$ cat src/rtl/olm_pkg.sv
// Package olm_pkg
// Shared constants for the one-line deserializer. Assumes 24-bit samples
// and a 256x bit clock, i.e. 128 bit clocks per word-clock half.
package olm_pkg;
    parameter int unsigned SAMPLE_W   = 24;  // bits per channel word
    parameter int unsigned HALF_BCLK  = 128; // bit clocks per word-clock half
    parameter int unsigned MAIN_SLOTS = 3;   // channels per half on main line
    parameter int unsigned AUX_SLOTS  = 1;   // channels per half on aux line
endpackage

$ cat src/rtl/olm_sync.sv
// Module olm_sync
// Two-flop synchroniser for the bit clock (bit 0) and the other serial
// pins. Produces a one-cycle pulse on each synchronised bit-clock rise.
// Assumes each bit-clock phase lasts at least two system clocks.
module olm_sync #(
    parameter int unsigned N = 4
) (
    input  logic         clk,
    input  logic         rst_n,
    input  logic [N-1:0] raw_i,
    output logic [N-2:0] data_o,
    output logic         rise_o
);
    logic [N-1:0] s1_q, s2_q;
    logic         bclk_d_q;

    // Purpose: double-register the pins and keep a delayed bit-clock copy.
    always_ff @(posedge clk) begin
        if (!rst_n) begin
            s1_q     <= '0;
            s2_q     <= '0;
            bclk_d_q <= 1'b0;
        end else begin
            s1_q     <= raw_i;
            s2_q     <= s1_q;
            bclk_d_q <= s2_q[0];
        end
    end

    assign data_o = s2_q[N-1:1];
    assign rise_o = s2_q[0] & ~bclk_d_q;
endmodule

$ cat src/rtl/olm_bitcnt.sv
// Module olm_bitcnt
// Finds word-clock boundaries on bit-clock rises and counts the bit
// position inside each half. Sets a sticky error when a half length
// differs from HALF. The first rise after reset only primes the edge
// detector; the first boundary locks the framing without a length check.
module olm_bitcnt #(
    parameter int unsigned HALF = 128,
    parameter int unsigned CW   = $clog2(HALF) + 1
) (
    input  logic          clk,
    input  logic          rst_n,
    input  logic          rise_i,
    input  logic          wclk_i,
    output logic          bndry_o,
    output logic          locked_o,
    output logic          half_o,
    output logic [CW-1:0] pos_o,
    output logic          err_o
);
    localparam logic [CW-1:0] LAST = CW'(HALF - 1);
    localparam logic [CW-1:0] SAT  = '1;

    logic          seen_q, prev_q, locked_q, half_q, err_q;
    logic [CW-1:0] cnt_q;

    assign bndry_o  = rise_i & seen_q & (wclk_i != prev_q);
    assign locked_o = locked_q;
    assign half_o   = half_q;
    assign pos_o    = cnt_q;
    assign err_o    = err_q;

    // Purpose: track the word-clock level, the bit position and half length errors.
    always_ff @(posedge clk) begin
        if (!rst_n) begin
            seen_q   <= 1'b0;
            prev_q   <= 1'b0;
            locked_q <= 1'b0;
            half_q   <= 1'b0;
            err_q    <= 1'b0;
            cnt_q    <= '0;
        end else if (rise_i) begin
            seen_q <= 1'b1;
            prev_q <= wclk_i;
            if (bndry_o) begin
                locked_q <= 1'b1;
                half_q   <= wclk_i;
                cnt_q    <= '0;
                if (locked_q && cnt_q != LAST) err_q <= 1'b1;
            end else if (cnt_q != SAT) begin
                cnt_q <= cnt_q + 1'b1;
            end
        end
    end

    AST_ERR_STICKY: assert property (@(posedge clk) disable iff (!rst_n)
        err_o |=> err_o);
    AST_NO_ERR_UNLOCKED: assert property (@(posedge clk) disable iff (!rst_n)
        !locked_o |-> !err_o);
endmodule

$ cat src/rtl/olm_lane.sv
// Module olm_lane
// Shifts one serial data line MSB first and emits each completed W-bit
// slot with its index. Only the first NSLOT slots of each half are
// taken; later bits and the bit at the boundary rise are discarded.
module olm_lane #(
    parameter int unsigned W     = 24,
    parameter int unsigned NSLOT = 3,
    parameter int unsigned SLW   = 2,
    parameter int unsigned BW    = $clog2(W)
) (
    input  logic           clk,
    input  logic           rst_n,
    input  logic           rise_i,
    input  logic           bndry_i,
    input  logic           locked_i,
    input  logic           sd_i,
    output logic           cap_o,
    output logic [SLW-1:0] slot_o,
    output logic [W-1:0]   word_o
);
    localparam logic [BW-1:0]  BIT_LAST = BW'(W - 1);
    localparam logic [SLW-1:0] SLOT_END = SLW'(NSLOT);

    logic [BW-1:0]  bit_q;
    logic [SLW-1:0] slot_q;
    logic [W-1:0]   sh_q;
    logic [W-1:0]   sh_next;

    assign sh_next = {sh_q[W-2:0], sd_i};

    // Purpose: shift data bits and hand out a word at each slot end.
    always_ff @(posedge clk) begin
        if (!rst_n) begin
            bit_q  <= '0;
            slot_q <= '0;
            sh_q   <= '0;
            cap_o  <= 1'b0;
            slot_o <= '0;
            word_o <= '0;
        end else begin
            cap_o <= 1'b0;
            if (bndry_i) begin
                bit_q  <= '0;
                slot_q <= '0;
            end else if (rise_i && locked_i && slot_q < SLOT_END) begin
                sh_q <= sh_next;
                if (bit_q == BIT_LAST) begin
                    cap_o  <= 1'b1;
                    word_o <= sh_next;
                    slot_o <= slot_q;
                    bit_q  <= '0;
                    slot_q <= slot_q + 1'b1;
                end else begin
                    bit_q <= bit_q + 1'b1;
                end
            end
        end
    end

    AST_CAP_SINGLE: assert property (@(posedge clk) disable iff (!rst_n)
        cap_o |=> !cap_o);
    AST_SLOT_RANGE: assert property (@(posedge clk) disable iff (!rst_n)
        cap_o |-> slot_o < SLOT_END);
endmodule

$ cat src/rtl/olm_deser.sv
// Module olm_deser
// Top level: synchronises the pins, frames the halves and routes the
// slots of the main and auxiliary lanes into eight channel registers.
// Issues a one-cycle frame strobe after the last even-channel slot,
// provided the odd-channel half before it was complete.
module olm_deser
    import olm_pkg::*;
#(
    parameter int unsigned W     = SAMPLE_W,
    parameter int unsigned HALF  = HALF_BCLK,
    parameter int unsigned NMAIN = MAIN_SLOTS,
    parameter int unsigned NAUX  = AUX_SLOTS,
    parameter int unsigned NCH   = 2 * (NMAIN + NAUX)
) (
    input  logic             clk,
    input  logic             rst_n,
    input  logic             bclk_i,
    input  logic             wclk_i,
    input  logic             sd_main_i,
    input  logic             sd_aux_i,
    output logic [NCH*W-1:0] ch_o,
    output logic             frame_vld_o,
    output logic             frame_err_o
);
    localparam int unsigned CW    = $clog2(HALF) + 1;
    localparam int unsigned SLW   = $clog2(NMAIN + 1);
    localparam int unsigned NLANE = 2;

    logic [2:0]     pins;
    logic           rise, bndry, locked, half;
    logic [CW-1:0]  pos;
    logic [NLANE-1:0]  cap;
    logic [SLW-1:0]    slot [NLANE];
    logic [W-1:0]      word [NLANE];
    logic [W-1:0]      ch_q [NCH];
    logic              left_done_q, vld_q;

    olm_sync #(.N(4)) u_sync (
        .clk(clk), .rst_n(rst_n),
        .raw_i({sd_aux_i, sd_main_i, wclk_i, bclk_i}),
        .data_o(pins), .rise_o(rise)
    );

    olm_bitcnt #(.HALF(HALF), .CW(CW)) u_cnt (
        .clk(clk), .rst_n(rst_n), .rise_i(rise), .wclk_i(pins[0]),
        .bndry_o(bndry), .locked_o(locked), .half_o(half),
        .pos_o(pos), .err_o(frame_err_o)
    );

    // Lane 0 is the main line, lane 1 the auxiliary line.
    for (genvar g = 0; g < NLANE; g++) begin : g_lane
        localparam int unsigned NS = (g == 0) ? NMAIN : NAUX;
        olm_lane #(.W(W), .NSLOT(NS), .SLW(SLW)) u_lane (
            .clk(clk), .rst_n(rst_n), .rise_i(rise), .bndry_i(bndry),
            .locked_i(locked), .sd_i(pins[g+1]),
            .cap_o(cap[g]), .slot_o(slot[g]), .word_o(word[g])
        );
    end

    // Purpose: write captured slots into channels and raise the frame strobe.
    always_ff @(posedge clk) begin
        if (!rst_n) begin
            for (int k = 0; k < NCH; k++) ch_q[k] <= '0;
            left_done_q <= 1'b0;
            vld_q       <= 1'b0;
        end else begin
            vld_q <= 1'b0;
            for (int g = 0; g < NLANE; g++) begin
                if (cap[g]) begin
                    int idx;
                    idx = ((g == 0) ? 0 : 2 * NMAIN) + 2 * int'(slot[g]) + int'(half);
                    if (idx < NCH) ch_q[idx] <= word[g];
                end
            end
            if (cap[0] && slot[0] == SLW'(NMAIN - 1)) begin
                if (!half) begin
                    left_done_q <= 1'b1;
                end else begin
                    left_done_q <= 1'b0;
                    vld_q       <= left_done_q;
                end
            end
        end
    end

    for (genvar k = 0; k < NCH; k++) begin : g_out
        assign ch_o[k*W +: W] = ch_q[k];
    end
    assign frame_vld_o = vld_q;

    // The bit position is consumed by the lanes through their own counters.
    logic unused_pos;
    assign unused_pos = ^pos;

    AST_VLD_PULSE: assert property (@(posedge clk) disable iff (!rst_n)
        frame_vld_o |=> !frame_vld_o);
    AST_VLD_RIGHT_HALF: assert property (@(posedge clk) disable iff (!rst_n)
        frame_vld_o |-> half);
    AST_CH_HOLD: assert property (@(posedge clk) disable iff (!rst_n)
        (cap == '0) |=> $stable(ch_o));
    AST_NO_CAP_UNLOCKED: assert property (@(posedge clk) disable iff (!rst_n)
        !locked |-> (cap == '0));
endmodule

$ cat config.mk
export PLATFORM = sky130hd
export DESIGN_NAME = olm_deser
export DESIGN_NICKNAME = d
export VERILOG_FILES = /design/src/rtl/olm_pkg.sv /design/src/rtl/olm_sync.sv /design/src/rtl/olm_bitcnt.sv /design/src/rtl/olm_lane.sv /design/src/rtl/olm_deser.sv
export SDC_FILE = /design/constraint.sdc
export NUM_CORES = 1
export LEC_CHECK = 0
export BUFFER_PORTS_ARGS = -buffer_cell sky130_fd_sc_hd__buf_2
export CAP_MARGIN = 20
export CORE_UTILIZATION = 41
export DETAILED_ROUTE_END_ITERATION = 12
export GPL_TIMING_DRIVEN = 0
export PLACE_DENSITY = 0.58
export SLEW_MARGIN = 10
export SYNTH_ARGS = -nofsm -noshare
export SYNTH_HDL_FRONTEND = slang
export SYNTH_SLANG_ARGS = --single-unit
export TNS_END_PERCENT = 100
$ cat constraint.sdc
create_clock -name clk -period 3.9 [get_ports clk]
set_input_delay 0.585 -clock clk [delete_from_list [all_inputs] [get_ports clk]]
set_output_delay 0.585 -clock clk [all_outputs]
set_load 0.005 [all_outputs]
Yosys cells after proc, flatten, opt, wreduce, memory -nomap -nowiden
Memory sizes are Yosys's and may differ from the RTL's. Cells that the tools add are included.

Bitwise operators: 8. Reduce and logical (&&, ||, !) cells: 21. Add/sub/neg operators: 8. Magnitude comparators: 4. Mux-type cells: 22. Equality and inequality tests: 6.

Operators by type and width (count): two-way mux 24 bit (2); OR reduction 24 bit (2); two-way mux 8 bit (2); two-way mux 1 bit (14); AND reduction 2 bit (6); AND reduction 3 bit (4); adder 5 x 1 -> 5 bit (second input constant) (2); == test 5 bit (second input constant) (2); two-way mux 5 bit (2); adder 8 x 1 -> 8 bit (second input constant) (1); != test 8 x 7 -> 1 bit (second input constant) (1); != test 8 bit (second input constant) (1); two-way mux 3 bit (2); OR reduction 3 bit (2); adder 4 x 1 -> 5 bit (1); logical AND 1 bit (5); < comparator 5 x 4 -> 1 bit (second input constant) (1); inverter 1 bit (5); adder 2 x 1 -> 2 bit (second input constant) (2); adder 3 x 1 -> 4 bit (1); adder 3 x 3 -> 4 bit (first input constant) (1); < comparator 4 bit (second input constant) (1); AND 1 bit (3); == test 2 bit (second input constant) (1); 5 further kinds (5).

Memories kept: 1. Bits in registers: 138. Input bits: 6. Bits in writable memories: 192. Word-level logic and storage cells: 93.

Memories: ch_q (depth 8, width 24, read ports 8, clocked after memory_dff 0, write ports 8, line olm_deser.sv:35) `logic [W-1:0] ch_q [NCH];`.

Longest topological paths before layout
Depth after elaboration: 9. Mapped depth: 7. Depth with buffers taken out: 5.

By module
Synthesis repeated with hierarchy kept, for this count alone.

Cells, all modules: 1095. Area total of the unflattened synthesis: 13346.6 um2.

Modules (own cells, without submodules): olm_deser (area each 7885.1 um2, cells each 493, times used 1, sequential area each 5805.6 um2); olm_lane (g_lane[0].u_lane) (area each 2304.7 um2, cells each 253, times used 1, sequential area each 1141.1 um2); olm_lane (g_lane[1].u_lane) (area each 2304.7 um2, cells each 255, times used 1, sequential area each 1141.1 um2); olm_bitcnt (area each 586.8 um2, cells each 72, times used 1, sequential area each 260.2 um2); olm_sync (area each 265.3 um2, cells each 22, times used 1, sequential area each 180.2 um2).

Worst setup path before layout
Ideal clock, no wire load.

Path type: in2reg. Start point: in rst_n. End point: mem ch_q[6][0] (enable). Path buffers: 2. Cell stages on the path: 4. Setup slack: 0.637 ns. Data required time: 3.462 ns. Data arrival time: 2.825 ns. Path through: buf_2 -> clkbuf_1 -> a32oi_1 -> o21ai_0.

RTL lines: start, declared (line olm_deser.sv:16) `input logic rst_n,`; end, declared (line olm_deser.sv:35).

==> summary.md <==
| Metric | Value |
|---|---|
| Top_reg_cell synth | edfxtp_1 |
| Post-synth EDFFs | ~190 |
| Multiplexer area fraction after synthesis | 0.08162 |
| Synth Area in XOR/XNOR | 0.001981 |
| Nets | approximately 1200 |
| # IOs | 200 |
| Cell variety after synth | 51 |
| Type of the worst min-delay path | input port to flop |
| Largest net degree at the start of global routing | 25 |
| Flop2flop setup slack | between 1000 and 1500 ps |
| CTS clk-pin slew, worst paths | roughly 60 ps |
| Die outline height | between 150 and 200 µm |
| First-pass GRT wire length | about 46000 µm |
| Outcome | completed |
| Min setup slack post-route | 1173 ps |
| Initial Utilization | 0.4217 |
| Post-synth net total | 952 |
| Number of global-route vias before repair | between 7000 and 8000 |
| Synth area leader | edfxtp_1 |
| Grt ovf | 0 |
| Pre-antenna DRT Iters | 5 |
| Tightest Pin Transition | ~960 ps |
| Final setup viols | 0 |
| Total Routing Usage GR | 0.1953 |
| Asr flop ratio synth | 0 |
| Relative slew margins | 0.3549 |
| Initial antenna violation count | 0 |
| Peak fanout along the critical path | 13 |
| Num CTS Buffers | 34 |
| Storage cell area | between 0.008 and 0.009 mm² |
| Synth Area per Inst | ~13 µm² |
| Synth Area in Compound Gates | 0.06330 |
| Worst hold slack | approximately 290 ps |
| Critical Path AT | between 2000 and 3000 ps |
| Worst Setup Start Kind | flop |
| Routed WL | 30820 µm |
| Syn Inst Count | 941 |
| Worst-skew pair later-pin latency | just over 500 ps |
| FP Rows | 63 |
| Synth area leaders | edfxtp_1 (46%), dfxtp_1 (22%), mux2i_1 (8.2%) |
| Switching Share | 0.2084 |
| P_sw | ~1.5 mW |
| Post-CTS sizing | 0 |
| Post-CTS Hold Buffers | 0 |
| Core Box Area | ~0.03 mm² |
| CTS tree | done |
| Crit end category | flop |
| Synth top cells by count | edfxtp_1 (192), and2_1 (154), dfxtp_1 (138), nand2_1 (110), mux2i_1 (103) |
| Inserted Diodes | 0 |
| Sink Count | 330 |
| Starting DRC count in detailed routing | 581 |
| Worst Skew | between 15 and 20 ps |
| Ys Warns | 0 |
| Fillers | 2633 |
| Gp weighted congestion | between 0.7 and 0.8 |
| ANT nets after route | 0 |
| Number of H-tree levels | 2 |
| Post-CTS setup buffers | 0 |
| Synthesized area | approximately 0.013 mm² |
| Final Util | 0.5123 |
| Die Wd | about 180 µm |
| Die area | about 0.032 mm² |
| Synth Area in Adders | 0.004953 |
| CTS Root Cell | clkbuf_16 |
| Pwr Total | around 7.2 mW |
| RSZ-0062 raised after global routing | false |
| Internal Power | about 5.7 mW |
| Share of post-route cells with drive strength above 1 | 0.2481 |
| Simple-gate area share of the yosys netlist | 0.1428 |
| IO buf count | approximately 200 |
| Hold Fails Final Rpt | 0 |
| Seq pwr share | 0.530 |
| Worst Path Class, Setup | flop to flop |
| Area Growth Syn to Fin | 21.49% |
| Seq/Total Area, Yosys | 0.6752 |
| Cells after DPL | 1534 |
| Dpl ws | roughly 800 ps |
| Vias/cell | 4.971 |
| Max Freq | 366.7 MHz |
| PwrDens | between 400 and 500 mW/mm² |
| Post-synth top area share | 0.4565 |
| Max-cap viol count | 0 |
| Clock share of power | 0.438 |
| Combinational power share | 0.032 |
| Multi-input logic area | 0.003782 mm² |
| Non-filler cells, final | 1595 |
| Top-count cell post-synth | edfxtp_1 |
| Main combinational cell family by area after synthesis | simple AND/OR/NAND/NOR gates |
| CP Data Required Time | between 4000 and 5000 ps |
| Max rail drop VDD | roughly 0.33 mV |
| Slew Viols, Final | 0 |
| WL/cell | 19.32 µm |
| Clk buf depth | 3 |
| Seq cells post-synth | between 300 and 400 |
| Drt drc | 0 |
| Final worst-path cycle share | 0.6992 |
| Via count | 7929 |
| Post-DP HPWL | about 21000 µm |
| Crit path time final | 2727 ps |
| Static Leak | about 5.6 nW |
==> per-stage QoR <==
step	TNS, ps	cell area [µm²]
global placement	-87080	14110
global route	0	15340
floorplan	0	12630
finish	0	15340
CTS	0	15340
detailed placement	0	14260
==> flip-flops by register name (all words and copies together), names as in the netlist, 2 cells and up <==
signal and cells:
u_sync.s2_q 4, u_cnt.pos_o 8, g_lane.u_lane.word_o 48, g_lane.u_lane.bit_q 10
g_lane.u_lane.slot_o 4, g_lane.u_lane.slot_q 4, g_lane.u_lane.sh_q 46, g_lane.u_lane.cap_o 2
ch_q 192, u_sync.s1_q 4
==> cells by family (layout without fill, tap and decap cells) <==
| kind of cell | Yosys count | count (layout) |
|---|---|---|
| compound gates | 107 | 107 |
| xor+xnor | 2 | 2 |
| fa+ha+maj | 5 | 5 |
| buf+inv | 67 | 331 |
| flops | 330 | 330 |
| mux | 103 | 103 |
| simple gates | 327 | 327 |
==> worst paths after layout <==
kind / from / endpoint / cells after the start
worst max-delay path: g_lane[0].u_lane.slot_o[0] / ch_q[2][17] / 4
worst min-delay path: bclk_i / u_sync.s1_q[0] / 2
worst max register to register: g_lane[0].u_lane.slot_o[0] / ch_q[2][17] / 4
worst min register to register: u_sync.s1_q[3] / u_sync.s2_q[3] / 1
==> placed cells by master (no fill, tap or decap), types with 3 or more instances in the layout <==
master,n
o21ai_0,13
clkbuf_1,38
o21ai_4,5
nand3_1,5
nor2_1,10
nand2_1,110
nand2b_1,4
clkbuf_16,35
or3_1,7
a22o_1,48
a21oi_1,19
dfxtp_1,138
nor3_2,3
buf_12,5
a211oi_1,4
clkinv_2,6
buf_6,6
and2_1,154
o211ai_1,3
inv_1,12
nand4b_1,4
ha_1,5
edfxtp_1,192
mux2i_1,103
buf_8,3
nor3_1,8
and3_1,3
buf_2,213
clkbuf_8,6
and4b_1,3
==> critical path: stages (launching register included) <==
cell	delay, ps
dfxtp_1	410
nand3_1	300
nor3_1	830
nand2b_1	640
buf_8	250
==> power groups by stage <==
stage	Clock (mW)	Combinational (mW)	Sequential, mW
after floorplan	0	0.0600	3.91
after global placement	0	0.223	3.91
after detailed placement	0	0.239	3.90
after CTS	3.21	0.240	3.82
after global routing	3.37	0.257	3.83
final	3.16	0.233	3.82
==> layout make-up <==
type                    instances  area share
flip-flops and latches        330      0.5558
clock inverters                11    0.005871
clock buffers                  50     0.06466
well taps                     390     0.03180
plain buffers                  55     0.02185
inverters                      12    0.002935
repair buffers                203     0.07061
multi-input cells             544      0.2465
==> routing by layer <==
| metal | wire length [µm] | GRT usage | up-vias |
|---|---|---|---|
| li1 | - | - | 3855 |
| met1 | 14140 | 0.2666 | 3802 |
| met2 | 14470 | 0.3201 | 221 |
| met3 | 1485 | 0.02913 | 51 |
| met4 | 726 | 0.05983 | 0 |
| met5 | 0 | 0 | - |
(Power assumes the default switching activity.)
